--- src/rtl/adc_seq_pkg.sv ---
package adc_seq_pkg;

    localparam int CH_N = 16;
    localparam int CH_W = 4;
    localparam int SRC_N = 2;

    localparam logic [7:0] A_SEL1_LO = 8'h06;
    localparam logic [7:0] A_SEL1_HI = 8'h07;
    localparam logic [7:0] A_AVG1_LO = 8'h08;
    localparam logic [7:0] A_AVG1_HI = 8'h09;
    localparam logic [7:0] A_SEL2_LO = 8'h0A;
    localparam logic [7:0] A_SEL2_HI = 8'h0B;
    localparam logic [7:0] A_AVG2_LO = 8'h0C;
    localparam logic [7:0] A_AVG2_HI = 8'h0D;
    localparam logic [7:0] A_CTRL1   = 8'h12;
    localparam logic [7:0] A_CTRL2   = 8'h13;
    localparam logic [7:0] A_RES     = 8'h37;
    localparam logic [7:0] A_STA_A   = 8'h61;
    localparam logic [7:0] A_MSK_A   = 8'h62;
    localparam logic [7:0] A_STA_B   = 8'h63;
    localparam logic [7:0] A_MSK_B   = 8'h64;

    localparam int BIT_BUSY  = 0;
    localparam int BIT_EOC   = 1;
    localparam int BIT_START = 5;

    typedef enum logic [2:0] {
        ST_IDLE,
        ST_PICK,
        ST_REQ,
        ST_WAIT,
        ST_STORE,
        ST_DONE
    } seq_state_t;

endpackage

--- src/rtl/adc_seq_pick.sv ---
module adc_seq_pick #(
    parameter int N = 16,
    parameter int W = 4
) (
    input  logic [N-1:0] vec,
    output logic [W-1:0] idx,
    output logic         any
);
    always_comb begin
        idx = '0;
        any = 1'b0;
        for (int i = N - 1; i >= 0; i--) begin
            if (vec[i]) begin
                idx = W'(i);
                any = 1'b1;
            end
        end
    end
endmodule

--- src/rtl/adc_seq_fsm.sv ---
module adc_seq_fsm
    import adc_seq_pkg::*;
#(
    parameter int CODE_W   = 10,
    parameter int AVG_LOG2 = 2
) (
    input  logic              clk,
    input  logic              rst_n,
    input  logic [SRC_N-1:0]  busy,
    input  logic [CH_N-1:0]   sel1,
    input  logic [CH_N-1:0]   sel2,
    input  logic [CH_N-1:0]   avg1,
    input  logic [CH_N-1:0]   avg2,
    input  logic              smp_valid,
    input  logic [CODE_W-1:0] smp_code,
    output logic              smp_req,
    output logic [CH_W-1:0]   smp_chan,
    output logic              res_we,
    output logic [CH_W-1:0]   res_chan,
    output logic [CODE_W-1:0] res_code,
    output logic              done,
    output logic              done_src
);
    localparam int ACC_W = CODE_W + AVG_LOG2;
    localparam int CNT_W = AVG_LOG2 + 1;
    localparam logic [CNT_W-1:0] SAMP_AVG = CNT_W'(1 << AVG_LOG2);

    seq_state_t state_q, state_d;

    logic             src_q;
    logic [CH_N-1:0]  remain_q;
    logic [CH_N-1:0]  avg_q;
    logic [CH_W-1:0]  chan_q;
    logic             is_avg_q;
    logic [CNT_W-1:0] left_q;
    logic [ACC_W-1:0] acc_q;

    logic [CH_W-1:0]  pick_idx;
    logic             pick_any;

    adc_seq_pick #(.N(CH_N), .W(CH_W)) u_pick (
        .vec (remain_q),
        .idx (pick_idx),
        .any (pick_any)
    );

    // state register
    always_ff @(posedge clk) begin
        if (!rst_n) state_q <= ST_IDLE;
        else        state_q <= state_d;
    end

    // transitions
    always_comb begin
        state_d = state_q;
        unique case (state_q)
            ST_IDLE:  if (|busy) state_d = ST_PICK;
            ST_PICK:  state_d = pick_any ? ST_REQ : ST_DONE;
            ST_REQ:   state_d = ST_WAIT;
            ST_WAIT:  if (smp_valid) state_d = (left_q == CNT_W'(1)) ? ST_STORE : ST_REQ;
            ST_STORE: state_d = ST_PICK;
            ST_DONE:  state_d = ST_IDLE;
            default:  state_d = ST_IDLE;
        endcase
    end

    // datapath
    always_ff @(posedge clk) begin
        if (!rst_n) begin
            src_q    <= 1'b0;
            remain_q <= '0;
            avg_q    <= '0;
            chan_q   <= '0;
            is_avg_q <= 1'b0;
            left_q   <= '0;
            acc_q    <= '0;
        end else begin
            unique case (state_q)
                ST_IDLE: begin
                    if (busy[0]) begin
                        src_q    <= 1'b0;
                        remain_q <= sel1;
                        avg_q    <= avg1;
                    end else if (busy[1]) begin
                        src_q    <= 1'b1;
                        remain_q <= sel2;
                        avg_q    <= avg2;
                    end
                end
                ST_PICK: begin
                    if (pick_any) begin
                        chan_q             <= pick_idx;
                        remain_q[pick_idx] <= 1'b0;
                        is_avg_q           <= avg_q[pick_idx];
                        left_q             <= avg_q[pick_idx] ? SAMP_AVG : CNT_W'(1);
                        acc_q              <= '0;
                    end
                end
                ST_WAIT: begin
                    if (smp_valid) begin
                        acc_q  <= acc_q + ACC_W'(smp_code);
                        left_q <= left_q - CNT_W'(1);
                    end
                end
                default: ;
            endcase
        end
    end

    // outputs
    always_comb begin
        smp_req  = (state_q == ST_REQ);
        smp_chan = chan_q;
        res_we   = (state_q == ST_STORE);
        res_chan = chan_q;
        res_code = is_avg_q ? acc_q[ACC_W-1:AVG_LOG2] : acc_q[CODE_W-1:0];
        done     = (state_q == ST_DONE);
        done_src = src_q;
    end
endmodule

--- src/rtl/adc_seq_regs.sv ---
module adc_seq_regs
    import adc_seq_pkg::*;
#(
    parameter int CODE_W = 10
) (
    input  logic              clk,
    input  logic              rst_n,
    input  logic              bus_we,
    input  logic [7:0]        bus_addr,
    input  logic [7:0]        bus_wdata,
    output logic [7:0]        bus_rdata,
    input  logic              done,
    input  logic              done_src,
    input  logic              res_we,
    input  logic [CH_W-1:0]   res_chan,
    input  logic [CODE_W-1:0] res_code,
    output logic [CH_N-1:0]   sel1,
    output logic [CH_N-1:0]   sel2,
    output logic [CH_N-1:0]   avg1,
    output logic [CH_N-1:0]   avg2,
    output logic [SRC_N-1:0]  busy,
    output logic [SRC_N-1:0]  eoc,
    output logic              irq_a,
    output logic              irq_b
);
    localparam int PAD_W = 16 - CODE_W;
    localparam logic [7:0] RES_END = A_RES + 8'(2 * CH_N);

    logic [2:0]  sta_a, sta_b, msk_a, msk_b;
    logic [15:0] res_q [CH_N];
    logic [2:0]  set_bits, clr_a, clr_b;
    logic [7:0]  res_off;

    assign set_bits = done ? (done_src ? 3'b100 : 3'b010) : 3'b000;
    assign clr_a    = (bus_we && bus_addr == A_STA_A) ? bus_wdata[2:0] : 3'b000;
    assign clr_b    = (bus_we && bus_addr == A_STA_B) ? bus_wdata[2:0] : 3'b000;

    always_ff @(posedge clk) begin
        if (!rst_n) begin
            sel1 <= '0; sel2 <= '0; avg1 <= '0; avg2 <= '0;
            msk_a <= 3'b111; msk_b <= 3'b111;
        end else if (bus_we) begin
            case (bus_addr)
                A_SEL1_LO: sel1[7:0]  <= bus_wdata;
                A_SEL1_HI: sel1[15:8] <= bus_wdata;
                A_AVG1_LO: avg1[7:0]  <= bus_wdata;
                A_AVG1_HI: avg1[15:8] <= bus_wdata;
                A_SEL2_LO: sel2[7:0]  <= bus_wdata;
                A_SEL2_HI: sel2[15:8] <= bus_wdata;
                A_AVG2_LO: avg2[7:0]  <= bus_wdata;
                A_AVG2_HI: avg2[15:8] <= bus_wdata;
                A_MSK_A:   msk_a      <= bus_wdata[2:0];
                A_MSK_B:   msk_b      <= bus_wdata[2:0];
                default: ;
            endcase
        end
    end

    // busy / end-of-conversion per source, interrupt status
    always_ff @(posedge clk) begin
        if (!rst_n) begin
            busy  <= '0;
            eoc   <= '0;
            sta_a <= '0;
            sta_b <= '0;
        end else begin
            for (int s = 0; s < SRC_N; s++) begin
                if (done && done_src == 1'(s)) begin
                    busy[s] <= 1'b0;
                    eoc[s]  <= 1'b1;
                end else if (bus_we && bus_addr == A_CTRL1 + 8'(s)
                             && bus_wdata[BIT_START] && !busy[s]) begin
                    busy[s] <= 1'b1;
                    eoc[s]  <= 1'b0;
                end
            end
            sta_a <= (sta_a & ~clr_a) | set_bits;
            sta_b <= (sta_b & ~clr_b) | set_bits;
        end
    end

    // result bank, left-aligned codes
    always_ff @(posedge clk) begin
        if (!rst_n) begin
            for (int c = 0; c < CH_N; c++) res_q[c] <= '0;
        end else if (res_we) begin
            res_q[res_chan] <= {res_code, {PAD_W{1'b0}}};
        end
    end

    assign res_off = bus_addr - A_RES;

    always_comb begin
        bus_rdata = 8'h00;
        if (bus_addr >= A_RES && bus_addr < RES_END) begin
            bus_rdata = res_off[0] ? res_q[res_off[CH_W:1]][15:8]
                                   : res_q[res_off[CH_W:1]][7:0];
        end else begin
            case (bus_addr)
                A_SEL1_LO: bus_rdata = sel1[7:0];
                A_SEL1_HI: bus_rdata = sel1[15:8];
                A_AVG1_LO: bus_rdata = avg1[7:0];
                A_AVG1_HI: bus_rdata = avg1[15:8];
                A_SEL2_LO: bus_rdata = sel2[7:0];
                A_SEL2_HI: bus_rdata = sel2[15:8];
                A_AVG2_LO: bus_rdata = avg2[7:0];
                A_AVG2_HI: bus_rdata = avg2[15:8];
                A_CTRL1:   bus_rdata = {6'b0, eoc[0], busy[0]};
                A_CTRL2:   bus_rdata = {6'b0, eoc[1], busy[1]};
                A_STA_A:   bus_rdata = {5'b0, sta_a};
                A_MSK_A:   bus_rdata = {5'b0, msk_a};
                A_STA_B:   bus_rdata = {5'b0, sta_b};
                A_MSK_B:   bus_rdata = {5'b0, msk_b};
                default:   bus_rdata = 8'h00;
            endcase
        end
    end

    assign irq_a = |(sta_a & ~msk_a);
    assign irq_b = |(sta_b & ~msk_b);
endmodule

--- src/rtl/adc_seq.sv ---
module adc_seq
    import adc_seq_pkg::*;
#(
    parameter int CODE_W   = 10,
    parameter int AVG_LOG2 = 2
) (
    input  logic              clk,
    input  logic              rst_n,
    input  logic              bus_we,
    input  logic [7:0]        bus_addr,
    input  logic [7:0]        bus_wdata,
    output logic [7:0]        bus_rdata,
    output logic              smp_req,
    output logic [CH_W-1:0]   smp_chan,
    input  logic              smp_valid,
    input  logic [CODE_W-1:0] smp_code,
    output logic              irq_a,
    output logic              irq_b
);
    logic [CH_N-1:0]   sel1_w, sel2_w, avg1_w, avg2_w;
    logic [SRC_N-1:0]  busy_w, eoc_w;
    logic              done_w, done_src_w, res_we_w;
    logic [CH_W-1:0]   res_chan_w;
    logic [CODE_W-1:0] res_code_w;

    adc_seq_regs #(.CODE_W(CODE_W)) u_regs (
        .clk       (clk),
        .rst_n     (rst_n),
        .bus_we    (bus_we),
        .bus_addr  (bus_addr),
        .bus_wdata (bus_wdata),
        .bus_rdata (bus_rdata),
        .done      (done_w),
        .done_src  (done_src_w),
        .res_we    (res_we_w),
        .res_chan  (res_chan_w),
        .res_code  (res_code_w),
        .sel1      (sel1_w),
        .sel2      (sel2_w),
        .avg1      (avg1_w),
        .avg2      (avg2_w),
        .busy      (busy_w),
        .eoc       (eoc_w),
        .irq_a     (irq_a),
        .irq_b     (irq_b)
    );

    adc_seq_fsm #(.CODE_W(CODE_W), .AVG_LOG2(AVG_LOG2)) u_fsm (
        .clk       (clk),
        .rst_n     (rst_n),
        .busy      (busy_w),
        .sel1      (sel1_w),
        .sel2      (sel2_w),
        .avg1      (avg1_w),
        .avg2      (avg2_w),
        .smp_valid (smp_valid),
        .smp_code  (smp_code),
        .smp_req   (smp_req),
        .smp_chan  (smp_chan),
        .res_we    (res_we_w),
        .res_chan  (res_chan_w),
        .res_code  (res_code_w),
        .done      (done_w),
        .done_src  (done_src_w)
    );
endmodule

--- config.mk ---
export PLATFORM = sky130hd
export DESIGN_NAME = adc_seq
export DESIGN_NICKNAME = d
export VERILOG_FILES = /design/src/rtl/adc_seq_pkg.sv /design/src/rtl/adc_seq_pick.sv /design/src/rtl/adc_seq_fsm.sv /design/src/rtl/adc_seq_regs.sv /design/src/rtl/adc_seq.sv
export SDC_FILE = /design/constraint.sdc
export NUM_CORES = 1
export LEC_CHECK = 0
export BUFFER_PORTS_ARGS = -buffer_cell sky130_fd_sc_hd__buf_4
export CAP_MARGIN = 20
export CORE_MARGIN = 3
export CORE_UTILIZATION = 50
export DETAILED_ROUTE_END_ITERATION = 10
export PLACE_DENSITY = 0.66
export SETUP_SLACK_MARGIN = 0.05
export SLEW_MARGIN = 40
export SYNTH_ARGS = -nofsm -noshare
export SYNTH_HDL_FRONTEND = slang
export SYNTH_SLANG_ARGS = --single-unit
export TNS_END_PERCENT = 50
--- constraint.sdc ---
create_clock -name clk -period 3.8 [get_ports clk]
set_input_delay 0.76 -clock clk [delete_from_list [all_inputs] [get_ports clk]]
set_output_delay 0.76 -clock clk [all_outputs]
set_load 0.02 [all_outputs]
; ---- Word-level counts from Yosys, hierarchy flattened
; Memory sizes are Yosys's and may differ from the RTL's.
; Index checks and enable logic that the tools add are counted.
[totals]
ff_bits = 136
ramBits = 160
wordCells = 186
memories = 1
[op_classes]
n_addsub = 3
order_cmp = 4
eq_ne = 24
muxes = 75
n_bitwise = 14
reduce_logical = 41
[mem_list]
columns = memory, depth, width, rd, rd_clocked_by_memory_dff, wr, line
row1 = u_regs.res_q, 16, 10, 1, 0, 16, adc_seq_regs.sv:30  ; logic [15:0] res_q [CH_N];
[ops]
columns = op, n
row1 = $pmux W8 S14, 1
row2 = $mux W16, 5
row3 = $mux W4, 17
row4 = $eq A8 B4 Y1 const B, 6
row5 = $mux W3, 11
row6 = $eq A8 B7 Y1 const B, 4
row7 = $pmux W16 S2, 1
row8 = $mux W1, 29
row9 = $reduce_and A2 Y1, 13
row10 = $mux W12, 2
row11 = $pmux W12 S2, 1
row12 = $mux W10, 2
row13 = $and A16 B16 Y16, 1
row14 = $eq A8 B3 Y1 const B, 2
row15 = $eq A8 B5 Y1 const B, 2
row16 = $mux W8, 2
row17 = $not A16 Y16, 1
row18 = $pmux W3 S5, 1
row19 = $add A12 B10 Y12, 1
row20 = $and A3 B3 Y3, 4
row21 = $logic_and A1 B1 Y1, 12
row22 = $not A3 Y3, 4
row23 = $reduce_bool A2 Y1, 5
row24 = $reduce_or A10 Y1, 1
row25 = 22 further kinds, 33

; ---- Depth between registers and ports, before layout
; Gate-level depths: netlist of run 1.
[depth]
ltp_word = 24
depth_mapped = 11
mapped_depth_nobuf = 9

; ---- Cells and area by module
; Synthesis of run 1 repeated with hierarchy kept, for this count alone.
[unflattened]
cells_unflattened = 1366
area_unflattened_um2 = 15119.5
[modules_own_cells]
columns = mod, n_inst, cells_per_inst, area_each_um2, seq_area_each_um2
row1 = adc_seq_regs, 1, 928, 11424.7, 6406.1
row2 = adc_seq_fsm, 1, 405, 3515.9, 1121.1
row3 = adc_seq_pick, 1, 33, 178.9, 0.0

; ---- Worst setup path after synthesis of run 1
; No wires, ideal clock.
[synth_path]
path_kind = input-to-output
startpoint = input bus_addr[0]
endpoint = output bus_rdata[5]
arrival_ns = 2.883
path_slack_ns = 0.157
path_stages = 8
path_cell_list = inv_1 > ha_1 > buf_2 > buf_1 > mux4_2 > nand2_1 > a21oi_1 > or3_1
[synth_via]
elab_chain_cells = 4
word_cells_on_any_way = 22
classes_between = 1 x add/sub / 2 x order compare / 14 x eq/ne / 3 x mux / 1 x reduce/logical / 1 x memory
[synth_rtl]
columns = element, line
row1 = start: declaration, adc_seq.sv:10  ; input logic [7:0] bus_addr,
row2 = $sub A5 B5 Y5, adc_seq_regs.sv:91  ; assign res_off = bus_addr - A_RES;
row3 = $mem_v2 Z16 W10, -
row4 = $mux W8, adc_seq_regs.sv:96  ; bus_rdata = res_off[0] ? res_q[res_off[CH_W:1]][15:8]
row5 = $mux W8 *, adc_seq_regs.sv:95  ; if (bus_addr >= A_RES && bus_addr < RES_END) begin
row6 = end: declaration, adc_seq.sv:12  ; output logic [7:0] bus_rdata,
; Mark *: on every way between the ends. The rest lies on a longest branch, timed or not.

; ---- Worst setup path after layout of run 1
; Same ends and word-level chain as after synthesis.

==> reports/qor.tcl, run 1 <==
set qor(detailedRoute.firstPassIterationCount) 6
set qor(floorplan.core_area_um2) 27900
set qor(grt_usage_pct) 25.4
set qor(totalWireLength_um) 39300
set qor(rsz_0062_raised_after_global_routing) {true}
set qor(synth.yosys.seq_area_share_pct) 53.0
set qor(cp-start-kind) {input port}
set qor(max_cap_viol_count) 0
set qor(power.clock.fraction_pct) 43.6
set qor(synth_fp_nets) 1444
set qor(reg2reg_to) {u_regs.res_q[4][0]}
set qor(synth_cell_type_count) 73
set qor(post_cts_clock_slew_at_the_launch_and_capture_registers_of_the_worst_setup_and_hold_paths_ps) 60
set qor(portBuffers) 44
set qor(slew_at_the_pin_with_the_worst_max_slew_slack_ps) 665
set qor(tritoncts.num_buffers) 34
set qor(flow.area_growth_from_synthesis_pct) 14.3
set qor(antenna_cells_inserted) 0
set qor(start_util_pct) 50.9
set qor(synth_cells) 1397
set qor(timing.final.hold_violations) 0
set qor(power_report.internal_total_mw) 5.47
set qor(routed-via-count) 11100
set qor(fp.dieH_um) 175
set qor(whs_path_depth) 2
set qor(nNetsFinal) 1482
set qor(final-setup-viol-count) 0
set qor(clockRootBuffer) {sky130_fd_sc_hd__clkbuf_16}
set qor(vdd.ir_drop.worst_v) 0.000345
set qor(initial_antenna_violation_count) 1
set qor(floorplan.die_area_um2) 30500
set qor(cts_max_path_buffers) 3
set qor(crit_type) {input port to output pin}
set qor(cts-hold-fix-buffers) 0
set qor(syn_avg_cell_area_um2) 10.2
set qor(worst_r2r_path_depth) 6
set qor(hpwlAfterDp_um) 26900
set qor(fin_cells) 1834
set qor(routedLengthMet1_um) 15800
set qor(first_pass_grt_wire_length_um) 60800
set qor(cts_setup_buffers) 0
set qor(largest_net_degree_at_the_start_of_global_routing) 80
set qor(die_w_um) 175
set qor(final_min_period_over_clock_period_pct) 97.2
set qor(path_max_fanout) 11
set qor(top_level_ports) 45
set qor(switching_power_mw) 1.60
set qor(clock_latency_ps) 520
set qor(placed_cells) 1775
set qor(fin_worst_hold_slack_ps) 467
set qor(finalCriticalPeriod_ps) 3690
set qor(yosys_warnings) 0
set qor(routabilityCongestion) 0.940
set qor(finalCoreUtilization_pct) 58.2
set qor(tritoncts) {built}
set qor(drt_iter0_markers) 1044
set qor(dr.max_layer_used) {met5}
set qor(rows) 61
set qor(routed_wire_per_std_cell_um) 21.4
set qor(grt.overflow.total) 0
set qor(critPathCaptureType) {output pin}
set qor(length_of_routed_met2_wiring_um) 19000
set qor(min-delay-path-class) {register to register}
set qor(required_ps) 3040
set qor(power_frac_seq_pct) 49.4
set qor(worst_r2r_startpoint) {u_fsm.state_q[2]}
set qor(clock.fmax_mhz) 271
set qor(met3_length_um) 2670
set qor(slew-limit-headroom_pct) 55.7
set qor(worstHoldStart) {u_regs.sta_b[0]}
set qor(drc) 0
set qor(logic_pwr_share_pct) 7.1
set qor(holdPathEnd) {u_regs.sta_b[0]}
set qor(timing_max_transition_violations_final) 0
set qor(clock_sink_count) 296
set qor(r2r_slack_ps) 870
set qor(via_per_inst) 6.04
set qor(ys_seq_elements) 296
set qor(final.setup.tns_ps) 0
set qor(cp.arrival_ps) 2930
set qor(antenna_left) 0
set qor(first_global_vias) 10700
set qor(power.density_nw_per_um2) 435
set qor(postSynth.asyncResetShare_pct) 0
set qor(outcome) {complete, no violations}
set qor(power_switching_share_pct) 22.6
set qor(count_of_flip_flops_with_a_built_in_enable_after_synthesis) 160
set qor(h-tree-depth) 2
set qor(postSynth.topFlopCell) {sky130_fd_sc_hd__edfxtp_1}
set qor(clock-skew-final_ps) 22.5
set qor(synthesis.area_um2) 14200
set qor(drive_above_1_share_pct) 16.1
set qor(leakage_nw) 5.52
worst max-delay path: stages:
cell	delay, ps
sky130_fd_sc_hd__buf_4	120
sky130_fd_sc_hd__inv_1	100
sky130_fd_sc_hd__ha_4	330
sky130_fd_sc_hd__buf_12	170
sky130_fd_sc_hd__buf_12	150
sky130_fd_sc_hd__mux4_2	510
sky130_fd_sc_hd__nand2_1	120
sky130_fd_sc_hd__a21oi_2	90
sky130_fd_sc_hd__or3_1	380
sky130_fd_sc_hd__buf_4	190
cells by family (layout without fill, tap and decap cells):
logic type	Yosys count	after routing	synth area share, %
simple gates	576	576	18.1
flops	296	296	53.0
compound gates	261	261	12.1
buf+inv	131	190	3.84
mux	106	106	10.7
fa+ha+maj	17	17	1.55
xor+xnor	10	10	0.748
metrics by stage:
stage                     worst slack (ps)  power (mW)  instance area (um2)
final                                  106        7.07                16200
after global routing                  34.3        7.28                16200
after CTS                             47.9        7.09                16200
after detailed placement              63.5        4.04                15100
after global placement                91.9        4.03                15100
after floorplan                        157        3.85                14200
synth_stat cells, types with 13 or more instances:
master,n,area share [%]
sky130_fd_sc_hd__a21oi_1,108,3.8
sky130_fd_sc_hd__buf_2,25,0.88
sky130_fd_sc_hd__inv_1,18,0.48
sky130_fd_sc_hd__clkbuf_1,79,2.1
sky130_fd_sc_hd__mux2_2,14,1.1
sky130_fd_sc_hd__nand3_1,89,3.1
sky130_fd_sc_hd__nor2_1,219,5.8
sky130_fd_sc_hd__mux2i_1,55,3.9
sky130_fd_sc_hd__mux4_2,35,5.5
sky130_fd_sc_hd__o21ai_0,20,0.70
sky130_fd_sc_hd__edfxtp_1,160,34
sky130_fd_sc_hd__ha_1,16,1.4
sky130_fd_sc_hd__a22oi_1,31,1.6
sky130_fd_sc_hd__nor3_1,13,0.46
sky130_fd_sc_hd__dfxtp_1,136,19
sky130_fd_sc_hd__a211oi_1,23,1.2
sky130_fd_sc_hd__nand2_1,175,4.6
how the worst max path moves through the flow:
stage | startpoint | endpoint | slack (ps) | cells after the start
2_1_floorplan | bus_addr[0] | bus_rdata[5] | 160 | 8
3_3_place_gp | bus_addr[0] | bus_rdata[1] | 90 | 9
3_5_place_dp | bus_addr[0] | bus_rdata[1] | 60 | 9
4_1_cts | bus_addr[0] | bus_rdata[1] | 50 | 9
5_1_grt | bus_addr[0] | bus_rdata[1] | 30 | 9
6_report | bus_addr[0] | bus_rdata[5] | 110 | 10
repair_timing:
item / in CTS / in global routing
cloned: 0 / 1
pin swaps: 0 / 4
resized for setup: 0 / 9
setup endpoints to repair: 1 / 7
hold endpoints to repair: 0 / 0
registers in the layout, summed over array words and instances (netlist names), 12 cells and up:
register	flops
u_regs.avg2	16
u_regs.avg1	16
u_regs.sel2	16
u_fsm.avg_q	16
u_regs.sel1	16
u_regs.res_q	160
u_fsm.acc_q	12
u_fsm.remain_q	16
per-layer routing:
layer / vias up / global-route usage [%]
met2: 440 / 42.6
met1: 5364 / 32.5
met5: - / 0
li1: 5163 / -
met4: 2 / 11.2
met3: 108 / 4.43
power groups by stage:
stage | Combinational [mW] | Clock (mW) | Sequential, mW
finish | 0.501 | 3.08 | 3.49
global route | 0.532 | 3.26 | 3.49
CTS | 0.485 | 3.12 | 3.49
detailed placement | 0.482 | 0 | 3.55
global placement | 0.478 | 0 | 3.55
floorplan | 0.319 | 0 | 3.53
layout by cell type, fill, tap and decap left out, types with 7 or more instances in the layout:
cell and count:
sky130_fd_sc_hd__nor2_1 219, sky130_fd_sc_hd__nand2_1 173, sky130_fd_sc_hd__edfxtp_1 160, sky130_fd_sc_hd__dfxtp_1 135, sky130_fd_sc_hd__buf_4 108, sky130_fd_sc_hd__a21oi_1 107
sky130_fd_sc_hd__nand3_1 89, sky130_fd_sc_hd__mux2i_1 55, sky130_fd_sc_hd__mux4_2 35, sky130_fd_sc_hd__clkbuf_16 35, sky130_fd_sc_hd__a22oi_1 31, sky130_fd_sc_hd__a211oi_1 23
sky130_fd_sc_hd__o21ai_0 18, sky130_fd_sc_hd__inv_1 17, sky130_fd_sc_hd__mux2_2 14, sky130_fd_sc_hd__ha_1 14, sky130_fd_sc_hd__nor3_1 12, sky130_fd_sc_hd__nand4_1 11
sky130_fd_sc_hd__o211ai_1 11, sky130_fd_sc_hd__a31oi_1 9, sky130_fd_sc_hd__clkinv_1 9, sky130_fd_sc_hd__and2_1 8, sky130_fd_sc_hd__nor2b_1 8, sky130_fd_sc_hd__or3_1 7
sky130_fd_sc_hd__and3_1 7
final cells by class:
| class | count | area [um2] |
|---|---|---|
| multi-input combinational | 970 | 6190 |
| sequential | 296 | 7530 |
| clock buffer | 39 | 880 |
| timing repair buffer | 115 | 956 |
| clock inverter | 18 | 150 |
| fill | 2398 | 11700 |
| tap | 378 | 473 |
| inverter | 18 | 68.8 |
Power figures use the tool's default switching activity.
==> run 2: changes to the inputs <==
--- a/config.mk
+++ b/config.mk
@@ -11,6 +11,7 @@
 export CORE_UTILIZATION = 50
 export DETAILED_ROUTE_END_ITERATION = 10
 export PLACE_DENSITY = 0.66
+export REMOVE_ABC_BUFFERS = 1
 export SETUP_SLACK_MARGIN = 0.05
 export SLEW_MARGIN = 40
 export SYNTH_ARGS = -nofsm -noshare
==> reports/qor.tcl, run 2 (same netlist as run 1, synthesis figures left out) <==
set qor(timing.final.hold_violations) 0 ;# unchanged
set qor(worst_r2r_startpoint) {u_fsm.state_q[2]}
set qor(critical_path.cell_chain) {buf_8, ha_4, a21o_4, xor2_4, clkbuf_16, mux2i_1, mux4_2, mux2i_1, mux2i_1, o211ai_2, buf_6}
set qor(nNetsFinal) 1483 ;# +0.067%
set qor(leakage_nw) 5.59 ;# +1.3%
set qor(start_util_pct) 50.9 ;# unchanged
set qor(clock-skew-final_ps) 19.7 ;# -2.81 ps
set qor(outcome) {complete, no violations}
set qor(regMostFlops) {u_regs.res_q}
set qor(grt.overflow.total) 0 ;# unchanged
set qor(worstHoldStart) {u_regs.sta_b[0]}
set qor(critical_path.most_common_cell) {sky130_fd_sc_hd__mux2i_1}
set qor(floorplan.die_area_um2) 30500 ;# unchanged
set qor(layout.cells.most_common) {sky130_fd_sc_hd__nor2_1}
set qor(final.fill_count) 2365 ;# -1.4%
set qor(clock_latency_ps) 570 ;# +50 ps
set qor(detailedRoute.firstPassIterationCount) 7 ;# +1
set qor(first_global_vias) 10800 ;# +1.8%
set qor(first_pass_grt_wire_length_um) 61200 ;# +0.73%
set qor(drc) 0 ;# unchanged
set qor(post_cts_clock_slew_at_the_launch_and_capture_registers_of_the_worst_setup_and_hold_paths_ps) 60 ;# about the same
set qor(final_min_period_over_clock_period_pct) 98.6 ;# +1.4 points
set qor(min-delay-path-class) {register to register}
set qor(portBuffers) 44 ;# unchanged
set qor(tritoncts.num_buffers) 31 ;# -8.8%
set qor(switching_power_mw) 1.59 ;# -0.49%
set qor(seqCellArea_um2) 7530 ;# unchanged
set qor(timing.critical_path.depth) 11 ;# +1
set qor(vdd.ir_drop.worst_v) 0.000372 ;# +8.0%
set qor(required_ps) 3040 ;# about the same
set qor(placed_cells) 1770 ;# -0.28%
set qor(post-route-worst-setup-slack_ps) 51.8 ;# -54.7 ps
set qor(crit_type) {input port to output pin}
set qor(cp.arrival_ps) 2990 ;# +60 ps
set qor(finalInstanceArea_um2) 16400 ;# +1.0%
set qor(drt_iter0_markers) 974 ;# -6.7%
set qor(layout.cells.most_common_list) {sky130_fd_sc_hd__nor2_1 (218), sky130_fd_sc_hd__nand2_1 (173), sky130_fd_sc_hd__edfxtp_1 (160), sky130_fd_sc_hd__dfxtp_1 (135), sky130_fd_sc_hd__a21oi_1 (107)}
set qor(critPathSlowestCell) {sky130_fd_sc_hd__mux4_2}
set qor(routed_wire_per_std_cell_um) 21.6 ;# +0.75%
set qor(timing_max_transition_violations_final) 0 ;# unchanged
set qor(slew_at_the_pin_with_the_worst_max_slew_slack_ps) 833 ;# +168 ps
set qor(largest_reg_flops) 160 ;# unchanged
set qor(max_cap_viol_count) 0 ;# unchanged
set qor(tritoncts) {built}
set qor(routabilityCongestion) 0.872 ;# -7.2%
set qor(worst_r2r_path_depth) 6 ;# unchanged
set qor(buf_inv_stages_crit_path) 3 ;# -2
set qor(final-setup-viol-count) 0 ;# unchanged
set qor(floorplan.core_area_um2) 27900 ;# unchanged
set qor(antenna_left) 0 ;# unchanged
set qor(power_report.internal_total_mw) 5.69 ;# +4.0%
set qor(logic_pwr_share_pct) 7.1 ;# about the same
set qor(power_switching_share_pct) 21.8 ;# -0.76 points
set qor(drive_above_1_share_pct) 17.5 ;# +1.3 points
set qor(flow.area_growth_from_synthesis_pct) 15.5
set qor(largest_net_degree_at_the_start_of_global_routing) 105 ;# +31%
set qor(hpwlAfterDp_um) 26800 ;# -0.21%
set qor(h-tree-depth) 1 ;# -1
set qor(via_per_inst) 6.11 ;# +1.2%
set qor(clock_sink_count) 296 ;# unchanged
set qor(critPathCaptureType) {output pin}
set qor(cp-startpoint) {bus_addr[1]}
set qor(cpLargestDelayFamily) {multiplexers}
set qor(cp-start-kind) {input port}
set qor(clock.fmax_mhz) 267 ;# -1.5%
set qor(finalCriticalPeriod_ps) 3750 ;# +54.7 ps
set qor(rows) 61 ;# unchanged
set qor(initial_antenna_violation_count) 0 ;# -1
set qor(power_frac_seq_pct) 48.0 ;# -1.4 points
set qor(multi_input_comb_area_um2) 6220 ;# +0.49%
set qor(totalWireLength_um) 39700 ;# +1.0%
set qor(path_max_fanout) 5 ;# -6
set qor(antenna_cells_inserted) 0 ;# unchanged
set qor(routed-via-count) 11200 ;# +1.5%
set qor(power.clock.fraction_pct) 44.9 ;# +1.3 points
set qor(slew-limit-headroom_pct) 44.5 ;# -11 points
set qor(cts_max_path_buffers) 3 ;# unchanged
set qor(fin_cells) 1839 ;# +0.27%
set qor(power.density_nw_per_um2) 443 ;# +1.9%
set qor(rsz_0062_raised_after_global_routing) {true}
set qor(die_w_um) 175 ;# unchanged
set qor(fp.dieH_um) 175 ;# unchanged
set qor(grt_usage_pct) 25.5 ;# +0.090 points
set qor(top_level_ports) 45 ;# unchanged
set qor(critical-path-max-stage-delay_ps) 450 ;# -60 ps
set qor(whs_path_depth) 2 ;# unchanged
set qor(post_dp_cell_area_um2) 15100 ;# -0.22%
set qor(detailedPlace.worstSlack_ps) 9.85 ;# -53.7 ps
set qor(clockRootBuffer) {sky130_fd_sc_hd__clkbuf_16}
==> run 2: cell count changes in the layout (fill, tap and decap cells not counted), moves of 2 or more <==
cell                        before  now
sky130_fd_sc_hd__mux2i_1        55   52
sky130_fd_sc_hd__clkbuf_16      35   33
sky130_fd_sc_hd__mux2i_2         0    3
sky130_fd_sc_hd__bufinv_16       2    6
sky130_fd_sc_hd__clkbuf_8        1    5
sky130_fd_sc_hd__and2_2          0    4
sky130_fd_sc_hd__buf_6           0    6
sky130_fd_sc_hd__clkinv_1        9    4
sky130_fd_sc_hd__and2_1          8    4
sky130_fd_sc_hd__clkinv_2        4    7
sky130_fd_sc_hd__buf_4         108  105
==> run 2: layout make-up <==
cell class,instances,area share [%]
Clock buffer,40,5.24
Clock inverter,18,1.48
Inverter,18,0.419
Multi-Input combinational cell,970,37.9
Sequential cell,296,45.9
Tap cell,378,2.88
Timing Repair Buffer,119,6.22
==> run 2: power groups by stage <==
stage / sequential [mW] / combinational (mW) / clock [mW]
4_1_cts: 3.49 / 0.480 / 3.29
2_1_floorplan: 3.53 / 0.280 / 0
5_1_grt: 3.49 / 0.553 / 3.42
3_5_place_dp: 3.56 / 0.473 / 0
3_3_place_gp: 3.55 / 0.469 / 0
6_report: 3.49 / 0.520 / 3.27
==> run 2: worst reg2reg max path: cells and delay by family (launching register included) <==
family	cells	cell delay, ps
simple gates	6	2010
flops	1	500
==> run 2: path summary, 6_finish.rpt <==
path | endpoint | slack (ps)
worst max register to register | u_regs.res_q[10][5] | 950
worst min register to register | u_regs.sta_b[0] | 460
worst min-delay path | u_regs.sta_b[0] | 460
worst max-delay path | bus_rdata[6] | 50
==> run 2: what timing repair did <==
item | in CTS | in global routing
resized for setup | 2 | 26
buffers inserted | 3 | 6
hold buffers | 0 | 0
setup endpoints to repair | 2 | 8
cloned | 0 | 2
pin swaps | 2 | 13
==> run 2: per-layer routing <==
metal | vias up | track usage, % | wire length, um | part of all wire (%)
li1 | 5165 | - | - | -
met4 | 0 | 9.81 | 1640 | 4.1
met5 | - | 0 | 0 | 0
met2 | 498 | 42.8 | 19300 | 49
met1 | 5484 | 33.8 | 16000 | 40
met3 | 97 | 3.43 | 2760 | 7.0
==> run 2: per-stage QoR <==
stage,utilization (%),hold slack [ps],setup TNS [ps],power [mW]
after floorplan,-,425,-14920,3.81
after global placement,54.1,447,0,4.02
after detailed placement,54.1,448,0,4.03
after CTS,58.1,457,0,7.26
after global routing,58.8,476,0,7.46
final,58.8,456,0,7.28
